===== config.mk =====
export PLATFORM = sky130hd
export DESIGN_NAME = strobe_fifo
export DESIGN_NICKNAME = d
export VERILOG_FILES = /design/src/rtl/strobe_fifo_pkg.sv /design/src/rtl/sfifo_store.sv /design/src/rtl/sfifo_flags.sv /design/src/rtl/strobe_fifo.sv
export SDC_FILE = /design/constraint.sdc
export NUM_CORES = 1
export LEC_CHECK = 0
export BUFFER_PORTS_ARGS = -buffer_cell sky130_fd_sc_hd__buf_4
export CAP_MARGIN = 20
export CORE_UTILIZATION = 55
export DETAILED_ROUTE_END_ITERATION = 16
export PLACE_DENSITY = 0.74
export SETUP_SLACK_MARGIN = 0.05
export SYNTH_ARGS = -nofsm -noshare
export SYNTH_HDL_FRONTEND = slang
export SYNTH_HIERARCHICAL = 1
export SYNTH_SLANG_ARGS = --single-unit

===== constraint.sdc =====
create_clock -name clk -period 3.62 [get_ports clk]
set_input_delay 0.362 -clock clk [delete_from_list [all_inputs] [get_ports clk]]
set_output_delay 0.362 -clock clk [all_outputs]
set_load 0.01 [all_outputs]

===== src/rtl/strobe_fifo_pkg.sv =====
package strobe_fifo_pkg;

    typedef enum logic [1:0] {
        IN_OPEN = 2'd0,
        IN_HOLD = 2'd1,
        IN_FULL = 2'd2
    } in_state_e;

    typedef enum logic [1:0] {
        OUT_IDLE = 2'd0,
        OUT_SHOW = 2'd1,
        OUT_HOLD = 2'd2
    } out_state_e;

endpackage


===== src/rtl/sfifo_store.sv =====
module sfifo_store #(
    parameter int WIDTH = 9,
    parameter int DEPTH = 64,
    localparam int AW = $clog2(DEPTH)
) (
    input  logic             clk,
    input  logic             wr_en,
    input  logic [AW-1:0]    wr_addr,
    input  logic [WIDTH-1:0] wr_data,
    input  logic [AW-1:0]    rd_addr,
    output logic [WIDTH-1:0] rd_data
);

    logic [WIDTH-1:0] mem [DEPTH];

    always_ff @(posedge clk) begin
        if (wr_en) begin
            mem[wr_addr] <= wr_data;
        end
    end

    assign rd_data = mem[rd_addr];

endmodule


===== src/rtl/sfifo_flags.sv =====
module sfifo_flags #(
    parameter int DEPTH     = 64,
    parameter int HALF_MARK = 32,
    parameter int LOW_MARK  = 8,
    parameter int HIGH_MARK = 56,
    localparam int CW = $clog2(DEPTH + 1)
) (
    input  logic          clk,
    input  logic          rst_n,
    input  logic          shift_in,
    input  logic          shift_out,
    input  logic [CW-1:0] fill,
    output logic          half_full,
    output logic          almost_fe
);

    typedef struct packed {
        logic si_prev;
        logic so_prev;
        logic hf;
        logic aef;
    } flag_state_t;

    flag_state_t q, d;

    logic si_fall, so_fall, at_edge;

    always_comb begin
        d       = q;
        si_fall = q.si_prev && !shift_in;
        so_fall = q.so_prev && !shift_out;
        at_edge = (fill <= CW'(LOW_MARK)) || (fill >= CW'(HIGH_MARK));
        d.si_prev = shift_in;
        d.so_prev = shift_out;
        if (si_fall && fill >= CW'(HALF_MARK)) begin
            d.hf = 1'b1;
        end
        if (so_fall && fill < CW'(HALF_MARK)) begin
            d.hf = 1'b0;
        end
        if (si_fall || so_fall) begin
            d.aef = at_edge;
        end
    end

    always_ff @(posedge clk or negedge rst_n) begin
        if (!rst_n) begin
            q <= '{si_prev: 1'b0, so_prev: 1'b0, hf: 1'b0, aef: 1'b1};
        end else begin
            q <= d;
        end
    end

    assign half_full = q.hf;
    assign almost_fe = q.aef;

endmodule


===== src/rtl/strobe_fifo.sv =====
module strobe_fifo
    import strobe_fifo_pkg::*;
#(
    parameter int WIDTH     = 9,
    parameter int DEPTH     = 64,
    parameter int HALF_MARK = 32,
    parameter int LOW_MARK  = 8,
    parameter int HIGH_MARK = 56
) (
    input  logic             clk,
    input  logic             rst_n,
    input  logic             shift_in,
    input  logic [WIDTH-1:0] din,
    output logic             in_ready,
    input  logic             shift_out,
    output logic             out_ready,
    output logic [WIDTH-1:0] dout,
    output logic             half_full,
    output logic             almost_fe
);

    localparam int AW = $clog2(DEPTH);
    localparam int CW = $clog2(DEPTH + 1);

    typedef struct packed {
        in_state_e        in_st;
        out_state_e       out_st;
        logic [AW-1:0]    wr_ptr;
        logic [AW-1:0]    rd_ptr;
        logic [CW-1:0]    count;
        logic [WIDTH-1:0] dout;
    } core_state_t;

    core_state_t q, d;

    logic             accept, consume;
    logic [WIDTH-1:0] head_word;
    logic [CW-1:0]    fill_level;

    function automatic logic [AW-1:0] next_ptr(input logic [AW-1:0] p);
        return (p == AW'(DEPTH - 1)) ? '0 : p + 1'b1;
    endfunction

    always_comb begin
        d       = q;
        accept  = (q.in_st == IN_OPEN) && shift_in;
        consume = (q.out_st == OUT_SHOW) && shift_out;

        if (accept) begin
            d.wr_ptr = next_ptr(q.wr_ptr);
        end
        if (consume) begin
            d.rd_ptr = next_ptr(q.rd_ptr);
        end
        d.count = q.count + CW'(accept) - CW'(consume);

        unique case (q.in_st)
            IN_OPEN: begin
                if (accept) begin
                    d.in_st = IN_HOLD;
                end
            end
            IN_HOLD: begin
                if (!shift_in) begin
                    d.in_st = (d.count == CW'(DEPTH)) ? IN_FULL : IN_OPEN;
                end
            end
            IN_FULL: begin
                if (q.count < CW'(DEPTH)) begin
                    d.in_st = IN_OPEN;
                end
            end
            default: d.in_st = IN_OPEN;
        endcase

        unique case (q.out_st)
            OUT_IDLE: begin
                if (q.count != '0) begin
                    d.out_st = OUT_SHOW;
                    d.dout   = head_word;
                end
            end
            OUT_SHOW: begin
                if (consume) begin
                    d.out_st = OUT_HOLD;
                end
            end
            OUT_HOLD: begin
                if (!shift_out) begin
                    if (q.count != '0) begin
                        d.out_st = OUT_SHOW;
                        d.dout   = head_word;
                    end else begin
                        d.out_st = OUT_IDLE;
                    end
                end
            end
            default: d.out_st = OUT_IDLE;
        endcase
    end

    always_ff @(posedge clk or negedge rst_n) begin
        if (!rst_n) begin
            q <= '{in_st: IN_OPEN, out_st: OUT_IDLE, wr_ptr: '0,
                   rd_ptr: '0, count: '0, dout: '0};
        end else begin
            q <= d;
        end
    end

    sfifo_store #(
        .WIDTH (WIDTH),
        .DEPTH (DEPTH)
    ) u_store (
        .clk     (clk),
        .wr_en   (accept),
        .wr_addr (q.wr_ptr),
        .wr_data (din),
        .rd_addr (q.rd_ptr),
        .rd_data (head_word)
    );

    sfifo_flags #(
        .DEPTH     (DEPTH),
        .HALF_MARK (HALF_MARK),
        .LOW_MARK  (LOW_MARK),
        .HIGH_MARK (HIGH_MARK)
    ) u_flags (
        .clk       (clk),
        .rst_n     (rst_n),
        .shift_in  (shift_in),
        .shift_out (shift_out),
        .fill      (q.count),
        .half_full (half_full),
        .almost_fe (almost_fe)
    );

    assign fill_level = q.count;
    assign in_ready   = (q.in_st == IN_OPEN);
    assign out_ready  = (q.out_st == OUT_SHOW);
    assign dout       = q.dout;

endmodule


# --- Word level (Yosys, flattened, before mapping) ---
# Memory sizes are Yosys's and may differ from the RTL's.
# Cells that the tools add are included.
word_totals:
  mem_bits_rw: 576
  inputBits: 13
  register_bits: 36
  mem_count: 1
  output_inout_bits: 13
classes:
  n_reduce_logical: 18
  n_addsub: 4
  mux: 19
  n_lt_le_gt_ge: 5
  n_eq_ne: 13
mem_list:
  columns: ["name", "words", "width", "rd", "rd_ports_with_merged_regs", "write_ports", "line", "source"]
  rows:
  - ["u_store.mem", 64, 9, 1, 0, 1, "sfifo_store.sv:14", "logic [WIDTH-1:0] mem [DEPTH];"]
ops:
  columns: ["op", "n"]
  rows:
  - ["two-way mux 9 bit", 2]
  - ["one-hot mux 9 bit (2 select lines)", 1]
  - ["greater-or-equal comparator 7 x 6 -> 1 bit, second input constant", 2]
  - ["two-way mux 2 bit", 7]
  - ["adder 6 x 1 -> 6 bit, second input constant", 2]
  - ["equality test 6 bit, second input constant", 2]
  - ["two-way mux 6 bit", 2]
  - ["one-hot mux 2 bit (3 select lines)", 2]
  - ["!= test 2 bit, second input constant", 4]
  - ["adder 7 x 1 -> 7 bit", 1]
  - ["equality test 7 bit, second input constant", 1]
  - ["<= comparator 7 x 4 -> 1 bit, second input constant", 1]
  - ["< comparator 7 x 6 -> 1 bit, second input constant", 1]
  - ["< comparator 7 bit, second input constant", 1]
  - ["nonzero test 7 bit", 1]
  - ["subtractor 7 x 1 -> 7 bit", 1]
  - ["logical AND 1 bit", 6]
  - ["AND reduction 3 bit", 2]
  - ["two-way mux 1 bit", 5]
  - ["equality test 2 x 1 -> 1 bit, second input constant", 2]
  - ["equality test 2 bit, second input constant", 2]
  - ["logical NOT 2 bit", 2]
  - ["!= test 2 x 1 -> 1 bit, second input constant", 2]
  - ["nonzero test 2 bit", 2]
  - ["3 further kinds", 5]

# --- Depth between registers and ports, before layout ---
# Gate-level depths: netlist (run 1).
depth:
  depth_word: 8
  depth_mapped: 12
  ltp_nobuf: 12

# --- Hierarchy ---
# The synthesis (run 1) kept the hierarchy.
modules_own_cells:
  columns: ["mod", "instances", "cells_per_inst", "area_per_inst_um2", "seq_area_each_um2"]
  rows:
  - ["sfifo_store", 1, 1011, 22414.0, 17296.6]
  - ["strobe_fifo", 1, 154, 1706.6, 800.8]
  - ["sfifo_flags", 1, 14, 172.7, 101.3]

# --- Least setup slack after synthesis (run 1) ---
# Ideal clock, no wire load.
synth_path:
  kind: "register to register"
  from: "reg q[29] (netlist name)"
  to: "reg q[31] (netlist name)"
  path_stages_with_launch: 13
  setup_time_ns: 0.095
  path_buffers: 0
  arrival_time_ns: 2.645
  path_slack_ns: 0.879
  period_less_slack_ns: 2.741
  required_ns: 3.525
  cell_sequence: "dfrtp_1 -> nand3b_1 -> inv_1 -> ha_1 -> inv_1 -> ha_1 -> inv_1 -> fa_1 -> nor2b_4 -> o31ai_4 -> xnor2_1 -> or4_1 -> o31ai_1"
synth_lines:
  columns: ["item", "line", "source"]
  rows:
  - ["from (decl)", "strobe_fifo.sv:34", "core_state_t q, d;"]
  - ["from (signal assigned)", "strobe_fifo.sv:104", "q <= '{in_st: IN_OPEN, out_st: OUT_IDLE, wr_ptr: '0,"]

# --- Final worst setup path (run 1) ---
layout_path:
  from: "reg q[16] (netlist name)"
  to: "reg q, in the netlist dout[8]"
layout_between:
  elab_chain_len: 4
layout_rtl:
  columns: ["item", "line", "source"]
  rows:
  - ["memory (64 x 9 bit) *", null, null]
  - ["net head_word[8]", "strobe_fifo.sv:37", "logic [WIDTH-1:0] head_word;"]
  - ["two-way mux 9 bit *", "strobe_fifo.sv:78, strobe_fifo.sv:90", null]
  - ["two-way mux 9 bit", "strobe_fifo.sv:89", "if (!shift_out) begin"]
  - ["one-hot mux 9 bit (2 select lines) *", "strobe_fifo.sv:76", "unique case (q.out_st)"]
# Mark *: on every way through the listed nets, which the timed path passes. The rest lies on a longest branch. The select of a mux whose other input is x is not followed.
# A chain may end at the register's enable or synchronous reset.

==> results of run 1 <==
[sequential cells by signal, summed over array words and instances (netlist names)]
name / cells
u_flags/q: 2
q: 16
u_store/mem: 576
dout: 9
u_flags/half_full: 1
fill_level: 7
u_flags/almost_fe: 1
[path summary, 6_finish.rpt]
check | from | to | slack [ns] | cells past startpoint
max | q[16] | dout[8] | 0.41 | 6
min | rst_n | fill_level[4] | 0.26 | 2
max reg2reg | q[16] | dout[8] | 0.41 | 6
min reg2reg | u_flags/half_full | u_flags/half_full | 0.51 | 2
max in group asynchronous | rst_n | q[17] | 3.00 | 2
min in group clk | din[3] | u_store/mem[24][3] | 0.30 | 1
[per-layer routing]
layer	global-route usage (%)	vias up	part of all wire, %	wire [µm]
met5	0	-	0	0
met1	34.75	6362	42	21520
met4	6.822	0	2.1	1100
met3	3.604	82	7.5	3851
li1	-	5075	-	-
met2	37.99	551	49	25210
[layout make-up]
type | count | area, µm² | area share, %
Sequential cell | 612 | 18210 | 66.33
Multi-Input combinational cell | 484 | 5627 | 20.50
Clock buffer | 78 | 1662 | 6.053
Timing Repair Buffer | 113 | 905.9 | 3.300
Tap cell | 585 | 732.0 | 2.666
Clock inverter | 32 | 245.2 | 0.8933
Inverter | 19 | 71.32 | 0.2598
[metrics by stage]
step	instances	setup WS [ns]	power, µW	util, %
global route	1923	0.2855	20890	63.31
floorplan	1179	0.8791	12610	-
finish	1923	0.4142	20170	63.31
CTS	1923	0.3987	20240	63.31
detailed placement	1810	0.4541	14260	58.84
global placement	1810	0.5092	14140	58.84
[cells by family after synthesis]
group           count (synthesis)  synth area share, %
compound gates                 91                2.807
xor+xnor                        9               0.3245
fa+ha+maj                      12               0.6489
buf+inv                        83                1.926
flops                         612                74.91
mux                           188                15.72
simple gates                  184                3.657
[worst max-delay path, cell delays in order (launching register included)]
cell and delay (ns):
dfrtp_4 0.70, mux4_1 0.62, nor2b_1 0.15, a2111oi_0 0.72
a2111oi_0 0.25, a221o_1 0.32, mux2_1 0.30
[power by group through the flow]
stage          logic [µW]  registers [µW]  clock network, µW
3_5_place_dp         5440            8820                  0
3_3_place_gp         5340            8800                  0
6_report             5490            8690               5990
5_1_grt              5850            8730               6320
2_1_floorplan        4250            8360                  0
4_1_cts              5510            8680               6060
[timing repair]
| item | in CTS | in global routing |
|---|---|---|
| hold buffers | 3 | 0 |
| hold endpoints to repair | 38 | 0 |
| setup buffers | 0 | 0 |
[cells in the final DEF, fill, tap and decap left out, types with 4 or more instances in the layout]
master,n
nor2b_1,17
mux4_1,8
o211ai_1,6
and2_1,4
nand2_1,34
mux2i_1,22
a211oi_1,4
clkbuf_8,5
nand3b_1,5
a21oi_1,8
nor3_1,5
buf_4,106
mux2_2,11
o221ai_1,5
clkinv_2,11
nand2b_1,10
a221o_1,4
a2111oi_0,6
xnor2_1,7
mux4_2,143
ha_1,11
a22oi_1,17
o21ai_0,4
o21ai_1,6
o22ai_1,9
dfrtp_1,32
clkinv_1,13
nand3_1,18
nor2_1,75
edfxtp_1,576
clkbuf_1,11
mux2_1,4
clkbuf_16,62
buf_12,4
inv_1,17
==> results.yml, run 1 <==
run_status:
  status: "finished, final reports clean"
timing:
  skew_ns: 0.01835
  period_needed_ns: 3.206
  fmax_mhz: 311.9
  setup_tns_ns: 0
  hold_violations: 0
  period_share_pct: 88.56
  slew_viol_final: 0
  worst_pin_slew_ns: 0.9492
  rsz0062_at_grt: "false"
  setup_viol: 0
  slew-limit-headroom_pct: 35.08
  whs_ns: 0.2596
setup_path:
  cp.required_ns: 4.11
  path_max_fanout: 20
  crit_arrival_ns: 3.70
  critPathKind: "flop to flop"
  end_kind: "flop"
  crit_path_start_kind: "flop"
die:
  rows: 76
  pin_count: 26
  die_y_um: 212.2
  core_um2: 43360
  die-area_um2: 45010
  die_x_um: 212.2
  start_util_pct: 56.02
routing:
  routed-via-count: 12070
  routed_wirelength_um: 51690
  drtIter0Drc: 1436
  final_antenna_net_count: 0
  dr.pass1.iters: 5
  drc: 0
  wire_per_inst_um: 26.88
  avgViaCountPerCell: 6.277
yosys:
  yosysUniqueCellTypes: 65
  yosys.area.top_type_share_pct: 71.20
  yosysTopAreaCell: "edfxtp_1"
  syn_avg_cell_area_um2: 20.61
  ys.warnings.count: 6
  yosysSeqAreaShare_pct: 74.91
  synthesis.area_um2: 24290
  synth.most_common_cell: "edfxtp_1"
  synth_edf_count: 576
  synth_cells: 1179
  synthArstFlopShare_pct: 5.882
  synth_flop_cell: "edfxtp_1"
  synth_nets: 1204
  synth_common_cells: "edfxtp_1, mux4_2, nor2_1"
  synth-seq-cells: 612
  synth_area_leaders: "edfxtp_1, mux4_2, dfrtp_1"
clock_tree:
  cts.htree.levels: 2
  cts.sinks: 612
  cts_buffer_depth: 3
  cts.reportedPaths.clkPinSlew_ns: 0.06
  root_buffer: "clkbuf_16"
  numCtsBuffers: 60
  cts_resized: 0
  cts_tree: "built"
  clkLatencyLatePin_ns: 0.61
power_and_ir_drop:
  p_comb_share_pct: 27.2
  seq_power_share_pct: 43.1
  p_int_uw: 14140
  clock_power_share_pct: 29.7
  p_per_area_nw_per_um2: 734.8
  switching_power_uw: 6037
  peakVddDrop_mv: 0.4795
  leakage_uw: 0.008893
  sw_frac_of_total_pct: 29.93
place:
  place.gp.congestion: 0.8217
  dpl_cell_area_um2: 25520
  hpwl_um: 31200
  placement.io_buffers: 25
grt:
  antenna_found_initial: 0
  grt_max_degree: 65
  grt_pass1_wl_um: 77830
  grt_use_total_pct: 23.87
  grt.overflow.total: 0
  grt_pass1_vias: 12330
finish:
  drive_gt1_share_pct: 27.06
  final_area_um2: 27450
  antenna_cells: 0
  nFillCells: 2866
  syn_to_final_growth_pct: 13.00
  nNetsFinal: 1315
flow_run:
  cap_violations: 0
min_path:
  holdCritPathClass: "primary input to asynchronous set/reset pin"
Power figures use the tool's default switching activity.
==> run 2: changes to the inputs <==
PLACE_DENSITY = 0.77   (was 0.74)
clock period = 2.6 ns   (was 3.62 ns; I/O delays follow)
==> run 2 against run 1 <==
Compared with the run above: the run now ends with negative setup slack left; sequential cell count unchanged; combinational power up 75%; final cell count grew 3.6%; die area unchanged; clock power increased by 44%; sequential share of layout area fell by 2.4 points; critical path type unchanged.
==> results.yml, run 2 (synthesized netlist as in run 1, its figures left out) <==
setup_path:
  r2r-end: "dout[1]"
  crit_chain: "buf_12 > buf_16 > mux4_2 > mux4_2 > o211ai_1 > nand2_1 > mux2_4"
  max_stage_delay_ns: 0.57
  critPathKind: "flop to flop"
  critPathTopFamily: "multiplexers"
  crit_arrival_ns: 3.15
  cp.required_ns: 3.11
  crit_path_start_kind: "flop"
  r2r_cells: 7
  cpMostUsedCell: "mux4_2"
  end_kind: "flop"
  cp-startpoint: "q[16]"
  path_max_fanout: 8
  critPathSlowestCell: "mux4_2"
  timing.rr.start: "q[16]"
  rrSetupSlack_ns: -0.04
  critical_path_buf_inv_count: 2
clock_tree:
  cts.reportedPaths.clkPinSlew_ns: 0.07
  cts_buffer_depth: 3
  root_buffer: "clkbuf_16"
  numCtsBuffers: 58
  cts_tree: "built"
  cts.htree.levels: 2
  clkLatencyLatePin_ns: 0.63
  cts.sinks: 612
routing:
  routed_wirelength_um: 55810
  wire_per_inst_um: 28.01
  routed.top_layer: "met4"
  drc: 0
  routed-via-count: 12580
  avgViaCountPerCell: 6.316
  m1WireLength_um: 21490
  dr.pass1.iters: 6
  dr_wl_met3_um: 5030
  dr_wl_met2_um: 27570
  drtIter0Drc: 1701
  final_antenna_net_count: 0
timing:
  worst_pin_slew_ns: 0.7641
  period_needed_ns: 2.639
  rsz0062_at_grt: "true"
  hold_violations: 0
  fmax_mhz: 379.0
  slew-limit-headroom_pct: 49.04
  setup_tns_ns: -0.08496
  setup_slack_ns: -0.03879
  setup_viol: 3
  period_share_pct: 101.5
  skew_ns: 0.02710
  slew_viol_final: 0
finish:
  multi_input_area_um2: 5834
  layout_common_cells: "edfxtp_1, buf_4, mux4_2, nor2_1, clkbuf_16"
  final_area_um2: 28500
  largest_reg_flops: 576
  nNetsFinal: 1386
  fin_cells: 1992
  seqCellArea_um2: 18210
  final_util_pct: 65.72
  nFillCells: 2714
  layout_commonest_cell: "edfxtp_1"
  syn_to_final_growth_pct: 17.30
  largest-register: "u_store/mem"
  antenna_cells: 0
  drive_gt1_share_pct: 33.55
grt:
  grt_pass1_vias: 12490
  grt.overflow.total: 0
  antenna_found_initial: 0
  grt_max_degree: 65
  grt_pass1_wl_um: 80140
  grt_use_total_pct: 25.01
min_path:
  holdCritPathClass: "primary input to asynchronous set/reset pin"
power_and_ir_drop:
  peakVddDrop_mv: 0.5603
  p_per_area_nw_per_um2: 1056
  leakage_uw: 0.009381
die:
  start_util_pct: 56.02
  pin_count: 26
  rows: 76
  die_y_um: 212.2
  die-area_um2: 45010
  core_um2: 43360
  die_x_um: 212.2
place:
  place.gp.congestion: 0.8257
  dpl_cell_area_um2: 26010
  dpl.cell_count: 1863
  placement.io_buffers: 25
  hpwl_um: 32710
run_status:
  status: "complete, but fails checks"
  violations: "negative setup slack"
flow_run:
  cap_violations: 0
==> run 2: changes by cell type in the layout (fill, tap and decap cells not counted), sizes merged <==
| cell | change |
|---|---|
| buf | +70 |
| clkbuf | -3 |
| clkinv | -5 |
| clkinvlp | +1 |
| bufinv | +6 |
==> run 2: stage by stage <==
stage / total power [µW] / hold WS [ns] / worst slack, ns
5_1_grt: 31100 / 0.1993 / -0.1007
2_1_floorplan: 17560 / -0.03559 / -0.01214
4_1_cts: 29640 / 0.1442 / 0.006914
3_3_place_gp: 20310 / 0.2558 / -0.3279
3_5_place_dp: 20520 / 0.2572 / -0.2175
6_report: 30110 / 0.1622 / -0.03879
==> run 2: worst max path at each step <==
stage | end | slack, ns | cells after the start
after floorplan | q[31] | -0.01 | 12
after global placement | dout[8] | -0.33 | 6
after detailed placement | dout[8] | -0.22 | 6
after CTS | dout[0] | 0.007 | 7
after global routing | q[31] | -0.10 | 12
final | dout[1] | -0.04 | 7
==> run 2: what timing repair did <==
| item | CTS | global route |
|---|---|---|
| endpoints found under the setup margin | 10 | 11 |
| gates resized for setup | 32 | 33 |
| cloned | 2 | 3 |
| hold buffers | 3 | 0 |
| buffers inserted | 8 | 9 |
| pin swaps | 11 | 13 |
| hold endpoints to repair | 40 | 0 |
==> run 2: per-layer routing <==
metal  global-route usage [%]  vias to the layer above
met1                    33.78                     6560
met2                    40.51                      683
met5                        0                        -
met3                    5.687                      131
met4                    8.496                        0
li1                         -                     5208
==> run 2: power by group <==
part,internal (µW),switching [µW]
clock,5060,3550
combinational,4840,4790
sequential,11200,649
==> run 2: area by class of cell <==
cell class | count | share of cell area [%]
sequential | 612 | 63.91
multi-input combinational | 484 | 20.47
timing repair buffer | 186 | 5.980
clock buffer | 72 | 5.352
tap | 585 | 2.569
clock inverter | 34 | 1.467
inverter | 19 | 0.2503
==> run 2: worst register-to-register path: cells and delay by family (launching register included) <==
kind	cells	cell delay, ns
flip-flops	1	0.52
AND/OR/NAND/NOR	1	0.09
multiplexers	3	1.33
buffers and inverters	2	0.35
AO/OA/AOI/OAI	1	0.23
